### src/rtl/gdi_pkg.sv
package gdi_pkg;

  typedef enum logic [1:0] {
    LEG_OFF  = 2'b00,
    LEG_LOW  = 2'b01,
    LEG_HIGH = 2'b10
  } leg_state_e;

  function automatic leg_state_e resolve_leg(input logic hi_cmd, input logic lo_cmd);
    case ({hi_cmd, lo_cmd})
      2'b10:   return LEG_HIGH;
      2'b01:   return LEG_LOW;
      default: return LEG_OFF;
    endcase
  endfunction

endpackage

### src/rtl/gdi_deglitch.sv
module gdi_deglitch #(
  parameter int LEN = 8
) (
  input  logic clk,
  input  logic rst,
  input  logic raw,
  output logic clean
);
  localparam int CW = (LEN < 2) ? 1 : $clog2(LEN + 1);
  localparam logic [CW-1:0] LAST = CW'(LEN - 1);

  logic [CW-1:0] run_cnt;

  always_ff @(posedge clk) begin
    if (rst) begin
      clean   <= 1'b0;
      run_cnt <= '0;
    end else if (raw == clean) begin
      run_cnt <= '0;
    end else if (run_cnt == LAST) begin
      clean   <= raw;
      run_cnt <= '0;
    end else begin
      run_cnt <= run_cnt + 1'b1;
    end
  end

  a_r7_follows_raw: assert property (@(posedge clk) disable iff (rst)
    (clean != $past(clean)) |-> ($past(raw) == clean));

  a_r7_steady_when_equal: assert property (@(posedge clk) disable iff (rst)
    (raw == clean) |=> $stable(clean));

endmodule

### src/rtl/gdi_leg.sv
module gdi_leg
  import gdi_pkg::*;
(
  input  logic clk,
  input  logic rst,
  input  logic hi_f,
  input  logic lo_f,
  input  logic allow,
  output logic ho,
  output logic lo
);
  leg_state_e nxt;

  always_comb begin
    nxt = allow ? resolve_leg(hi_f, lo_f) : LEG_OFF;
  end

  always_ff @(posedge clk) begin
    if (rst) begin
      ho <= 1'b0;
      lo <= 1'b0;
    end else begin
      ho <= (nxt == LEG_HIGH);
      lo <= (nxt == LEG_LOW);
    end
  end

  a_r4_no_shoot_through: assert property (@(posedge clk) disable iff (rst)
    !(ho && lo));

  a_r5_blocked_off: assert property (@(posedge clk) disable iff (rst)
    !allow |=> (!ho && !lo));

  a_r1_high_side: assert property (@(posedge clk) disable iff (rst)
    (allow && hi_f && !lo_f) |=> (ho && !lo));

  a_r2_low_side: assert property (@(posedge clk) disable iff (rst)
    (allow && !hi_f && lo_f) |=> (!ho && lo));

endmodule

### src/rtl/gdi_interlock.sv
module gdi_interlock #(
  parameter int NPH     = 3,
  parameter int FILT_IN = 8,
  parameter int FILT_EN = 4
) (
  input  logic           clk,
  input  logic           rst,
  input  logic [NPH-1:0] hin,
  input  logic [NPH-1:0] lin,
  input  logic           en_in,
  input  logic           fault_in,
  output logic [NPH-1:0] ho,
  output logic [NPH-1:0] lo
);
  localparam int NCH = 2 * NPH;

  logic [NCH-1:0] raw_cmd;
  logic [NCH-1:0] flt_cmd;
  logic           en_f;
  logic           allow;

  assign raw_cmd = {lin, hin};

  for (genvar c = 0; c < NCH; c++) begin : g_cmd_filt
    gdi_deglitch #(.LEN(FILT_IN)) u_filt (
      .clk   (clk),
      .rst   (rst),
      .raw   (raw_cmd[c]),
      .clean (flt_cmd[c])
    );
  end

  gdi_deglitch #(.LEN(FILT_EN)) u_en_filt (
    .clk   (clk),
    .rst   (rst),
    .raw   (en_in),
    .clean (en_f)
  );

  assign allow = en_f && !fault_in;

  for (genvar p = 0; p < NPH; p++) begin : g_leg
    gdi_leg u_leg (
      .clk   (clk),
      .rst   (rst),
      .hi_f  (flt_cmd[p]),
      .lo_f  (flt_cmd[NPH + p]),
      .allow (allow),
      .ho    (ho[p]),
      .lo    (lo[p])
    );
  end

  a_r10_fault_kill: assert property (@(posedge clk) disable iff (rst)
    fault_in |=> (ho == '0 && lo == '0));

  a_r11_reset_off: assert property (@(posedge clk)
    rst |=> (ho == '0 && lo == '0));

endmodule

### config.mk
export PLATFORM = sky130hd
export DESIGN_NAME = gdi_interlock
export DESIGN_NICKNAME = d
export VERILOG_FILES = /design/src/rtl/gdi_pkg.sv /design/src/rtl/gdi_deglitch.sv /design/src/rtl/gdi_leg.sv /design/src/rtl/gdi_interlock.sv
export SDC_FILE = /design/constraint.sdc
export NUM_CORES = 1
export LEC_CHECK = 0
export BUFFER_PORTS_ARGS = -buffer_cell sky130_fd_sc_hd__buf_2
export CORE_ASPECT_RATIO = 0.75
export CORE_MARGIN = 2
export CORE_UTILIZATION = 50
export CTS_BUF_LIST = sky130_fd_sc_hd__clkbuf_8 sky130_fd_sc_hd__clkbuf_16
export CTS_CLUSTER_DIAMETER = 60
export DETAILED_ROUTE_END_ITERATION = 8
export PLACE_DENSITY_LB_ADDON = 0.15
export SYNTH_ARGS = -nofsm -noshare
export SYNTH_HDL_FRONTEND = slang
export SYNTH_SLANG_ARGS = --single-unit
export TNS_END_PERCENT = 50
### constraint.sdc
create_clock -name clk -period 1.8 [get_ports clk]
set_clock_uncertainty 0.2 [all_clocks]
set_input_delay 0.36 -clock clk [delete_from_list [all_inputs] [get_ports clk]]
set_output_delay 0.36 -clock clk [all_outputs]
set_load 0.02 [all_outputs]
======== Yosys cells after proc, flatten, opt, wreduce, memory -nomap -nowiden ========
Cells that the tools add are included.
word-level totals
  bits in registers ....................... 40
  input port bits ......................... 10
  output and inout bits ................... 6
  logic and storage cells ................. 82
cells by class
  add/subtract/negate cells ............... 7
  equal/unequal tests ..................... 26
  muxes and demuxes ....................... 6
  bitwise gates (word level) .............. 7
  reductions and logical operators ........ 16
operators with widths
  operator                                                          count
  4-bit by 1-bit adder with 4-bit output (second input constant)    6
  4-bit by 3-bit == test with 1-bit output (second input constant)  6
  3-bit OR reduction                                                7
  2-bit AND reduction                                               7
  2-bit by 1-bit == test with 1-bit output (second input constant)  6
  2-bit == test (second input constant)                             6
  2-bit one-hot mux with 2 select lines                             3
  1-bit == test                                                     7
  1-bit NOT                                                         7
  2-bit two-way mux                                                 3
  3-bit by 1-bit adder with 3-bit output (second input constant)    1
  3-bit by 2-bit == test with 1-bit output (second input constant)  1
  1-bit logical AND                                                 1
  1-bit logical NOT                                                 1

======== Logic depth before layout (Yosys ltp) ========
  word-level depth ........................ 4
  depth in mapped cells ................... 4
  mapped depth without buffers ............ 4

======== Cells and area by module ========
A second synthesis with hierarchy kept.
unflattened totals
  cell total of the unflattened synthesis .. 140
  area, all modules ....................... 1546.5 µm²
modules (own cells, without submodules)
  module                                    times used  cells each  area each (µm²)  sequential area each (µm²)
  gdi_deglitch at g_cmd_filt[0].u_filt ...  6           19          196.4            100.1
  gdi_leg                                   3           4           65.1             40.0
  gdi_deglitch at u_en_filt                 1           13          158.9            80.1
  gdi_interlock                             1           1           13.8             0.0

======== Least setup slack after synthesis ========
OpenSTA, ideal clock, no wires.
  kind .................................... flip-flop to flip-flop
  start point ............................. register g_cmd_filt[2].u_filt.run_cnt[0]
  end point ............................... register g_cmd_filt[2].u_filt.run_cnt[2]
  library setup time ...................... 0.064 ns
  arrival ................................. 1.169 ns
  data required time ...................... 1.536 ns
  slack ................................... 0.367 ns
  stages on the path, launching flop included .. 5
  buffers on the path ..................... 0
  period minus slack after synthesis ...... 1.433 ns
  path through ............................ dfxtp_1 ha_1 and3b_1 or3_4 nor2_1
on the way
  cells in the longest elaborated chain, start to end .. 2
  elaborated cells between the ends (all ways) .. 3
  classes of those cells .................. 1 x add/sub; 1 x eq/ne; 1 x reduce/logical
ends and longest elaborated chain
  item                                                                                            line                text
  start, declared                                                                                 gdi_deglitch.sv:12  logic [CW-1:0] run_cnt;
  start signal, assigned                                                                          gdi_deglitch.sv:24  run_cnt <= run_cnt + 1'b1;
  parallel branches: the longest is 2 deep, another holds 4-bit by 1-bit adder with 4-bit output  n/a
Parallel ways; which one is timed is not known.
A chain may end at the register's enable or synchronous reset.

======== Worst setup path after layout ========
  start point ............................. register g_cmd_filt[4].u_filt.run_cnt[0]
  end point ............................... register g_cmd_filt[4].u_filt.run_cnt[2]
on the way
  cells in the longest elaborated chain, start to end .. 2
  elaborated cells between the ends (all ways) .. 3
  classes of those cells .................. 1 x add/sub; 1 x eq/ne; 1 x reduce/logical
ends and longest elaborated chain
  item                                                                                            line
  start, declared                                                                                 gdi_deglitch.sv:12
  start signal, assigned                                                                          gdi_deglitch.sv:24
  parallel branches: the longest is 2 deep, another holds 4-bit by 1-bit adder with 4-bit output  n/a
Parallel ways; which one is timed is not known.

==> metrics.md <==
| Metric | Value |
|---|---|
| First-pass GRT wire length | `3740 um` |
| Final WL | `2110 um` |
| Hold path depth | `3` |
| Post-Syn Instances | `150` |
| PostCTS Resize Cnt | `0` |
| Max Cap Viol | `0` |
| Kind of cell adding the most delay to the critical path | `simple AND/OR/NAND/NOR gates` |
| Total setup buffers inserted after CTS | `0` |
| Rows | `17` |
| Via count | `972` |
| Die Area | `3590 um2` |
| Initial Util | `52.8%` |
| Clock-pin slew on the worst setup and hold paths | `0.07 ns` |
| Layout cell share with drive strength beyond 1 | `16.3%` |
| Most frequent cells in the layout | `dfxtp_1 (40), nor2_1 (35), buf_2 (15)` |
| Clk sinks | `40` |
| Req. time, crit path | `1.82 ns` |
| Mapped Area | `1560 um2` |
| Power density of the placed cells | `906 nW/um2` |
| Crit path buf inv count | `0` |
| Maximum vdd drop | `0.634 mV` |
| Lkg Pwr | `0.711 nW` |
| HPWL after detailed placement | `1590 um` |
| Slew of the pin with the lowest slew margin | `0.290 ns` |
| Clk buf depth | `2` |
| R2r setup slk | `0.29 ns` |
| Pint | `1.24 mW` |
| Setup Viol. Count Final | `0` |
| Crit-path max FO | `4` |
| Synth warn | `0` |
| H-tree depth | `2` |
| Sequential fraction of the synthesis area | `51.3%` |
| Worst Hold Launch | `lin[2]` |
| Area contributors post-synth | `dfxtp_1 (51%), nor2_1 (8.4%), xnor2_1 (7.3%)` |
| Cell count along the critical path | `4` |
| Fmax | `662 MHz` |
| CTS tree | `built` |
| Seq pwr share | `58.6%` |
| Hold path endpoint | `g_cmd_filt[5].u_filt.clean$_SDFFE_PP0P_` |
| Pin count of the biggest net entering global routing | `16` |
| Worst slew margin | `80.7%` |
| DR pass1 iterations | `4` |
| Max-slew violations | `0` |
| Setup_tns | `0 ns` |
| Vias in the first global route | `930` |
| DRC violations left | `0` |
| Wire per inst | `10.4 um` |
| Switching Share | `20.5%` |
| Startpoint types | `flip-flop` |
| Clock network power share | `37.0%` |
| Psw | `0.319 mW` |
| RSZ-0062 raised after global routing | `no` |
| Logic pwr share | `4.4%` |
| N_diodes | `0` |
| Cts-stage hold buffer count | `0` |
| Syn_nets | `168` |
| Worst slack at placement | `0.289 ns` |
| RePlAce Congestion | `0.685` |
| Outcome | `complete, no violations` |
| Top cell type's share of synthesized area | `51.3%` |
| Synth area leader | `dfxtp_1` |
| Later-pin clock latency in the skew report | `0.28 ns` |
| Area grow syn2layout | `10.0%` |
| Initial drt markers | `29` |
| Worst r2r src | `g_cmd_filt[4].u_filt.run_cnt[0]$_SDFF_PP0_` |
| Slowest CP cell | `or3_4` |
| CP max stage delay | `0.39 ns` |
| Core Box Area | `2960 um2` |
| ANT nets after route | `0` |
| Min-Delay Path Class | `primary input to flip-flop` |
| Reg-to-reg endpoint | `g_cmd_filt[4].u_filt.run_cnt[2]$_SDFF_PP0_` |
| Total track usage | `14.5%` |
| Overflow after GRT | `0` |
| WHS | `0.140 ns` |
| Min cycle time layout | `1.51 ns` |
| Number of buffers created by CTS | `5` |
| Die X-Extent | `68.5 um` |
| Ports | `16` |
| Buffers on Ports | `15` |
| Synth Register Bits | `40` |
| Period utilization | `84.0%` |
| Initial antenna violation count | `0` |
| Final nets | `183` |
| Placed Cells | `196` |
| Crit Path Category | `flip-flop to flip-flop` |
| Crit. End Element | `flip-flop` |
| Tot Pwr | `1.55 mW` |
| Final std cells w/o fill | `204` |
| Commonest non-fill, non-tap cell in the layout | `dfxtp_1` |
| Worst Setup SP | `g_cmd_filt[4].u_filt.run_cnt[0]$_SDFF_PP0_` |
| Die Y | `52.4 um` |
| Crit-path cells | `ha_1, and3b_1, or3_4, nor2_1` |
| Worst reg2reg path depth | `4` |
| Count of different cell masters after synthesis | `15` |
| Final hold viol count | `0` |
| Via-per-instance ratio | `4.76` |
| Root Buffer | `clkbuf_8` |
| Syn_area_per_cell | `10.4 um2` |
| Setup ws final | `0.289 ns` |
| Crit path DAT | `1.53 ns` |
worst max-delay path by stage:
stage	endpoint	slack, ns
5_1_grt	g_cmd_filt[2].u_filt.run_cnt[1]$_SDFF_PP0_	0.20
4_1_cts	g_cmd_filt[0].u_filt.run_cnt[2]$_SDFF_PP0_	0.28
3_3_place_gp	g_cmd_filt[3].u_filt.run_cnt[3]$_SDFF_PP0_	0.32
2_1_floorplan	g_cmd_filt[2].u_filt.run_cnt[2]$_SDFF_PP0_	0.37
3_5_place_dp	g_cmd_filt[0].u_filt.run_cnt[2]$_SDFF_PP0_	0.29
6_report	g_cmd_filt[4].u_filt.run_cnt[2]$_SDFF_PP0_	0.29
layout make-up:
type,count,area (um2)
Clock inverter,2,7.51
Sequential cell,40,801
Multi-Input combinational cell,95,673
Fill cell,268,1240
Timing Repair Buffer,15,75.1
Clock buffer,6,82.6
Inverter,8,30.0
Tap cell,38,47.5
cell usage after synthesis:
library cell / n
and3b_1: 6
buf_4: 6
buf_6: 1
dfxtp_1: 40
ha_1: 8
inv_1: 8
mux2i_1: 7
nand2_1: 1
nand3_1: 6
nor2_1: 35
nor3b_1: 6
or3_1: 1
or3_4: 6
xnor2_1: 13
xor2_1: 6
sequential cells by signal, indices dropped and copies added (netlist names):
| name | flops |
|---|---|
| u_en_filt.clean | 1 |
| g_leg.u_leg.ho | 3 |
| g_cmd_filt.u_filt.clean | 6 |
| g_leg.u_leg.lo | 3 |
| u_en_filt.run_cnt | 3 |
| g_cmd_filt.u_filt.run_cnt | 24 |
per-stage QoR:
step / area, um2 / utilization (%)
finish: 1720 / 58.1
global route: 1720 / 58.1
CTS: 1720 / 58.1
detailed placement: 1630 / 55.0
global placement: 1630 / 55.0
floorplan: 1560 / -
layer usage:
metal / GRT usage [%] / vias to the layer above / routed length (um)
met1: 17.6 / 447 / 1060
met5: 0 / - / 0
met4: 8.33 / 0 / 27
met3: 5.59 / 4 / 87
met2: 21.8 / 12 / 937
li1: - / 509 / -
power groups by stage:
stage          logic (mW)  clock network, mW  registers [mW]
2_1_floorplan      0.0478                  0           0.929
3_3_place_gp       0.0651                  0           0.930
3_5_place_dp       0.0694                  0           0.931
4_1_cts            0.0698              0.599           0.911
5_1_grt            0.0804              0.633           0.912
6_report           0.0687              0.575           0.911
kinds of logic (layout without fill, tap and decap cells):
group / Yosys count / after routing / share of synthesized area [%]
XOR/XNOR: 19 / 19 / 10.7
multiplexers: 7 / 7 / 4.49
AND/OR/NAND/NOR: 61 / 61 / 21.6
flip-flops: 40 / 40 / 51.3
adder cells (fa/ha/maj): 8 / 8 / 6.42
buffers and inverters: 15 / 31 / 5.53
worst min-delay path: stages:
cell and delay [ns]:
buf_2 0.09, mux2i_1 0.06, nor2_1 0.07
Note: power is estimated with default switching activity, not from simulation.
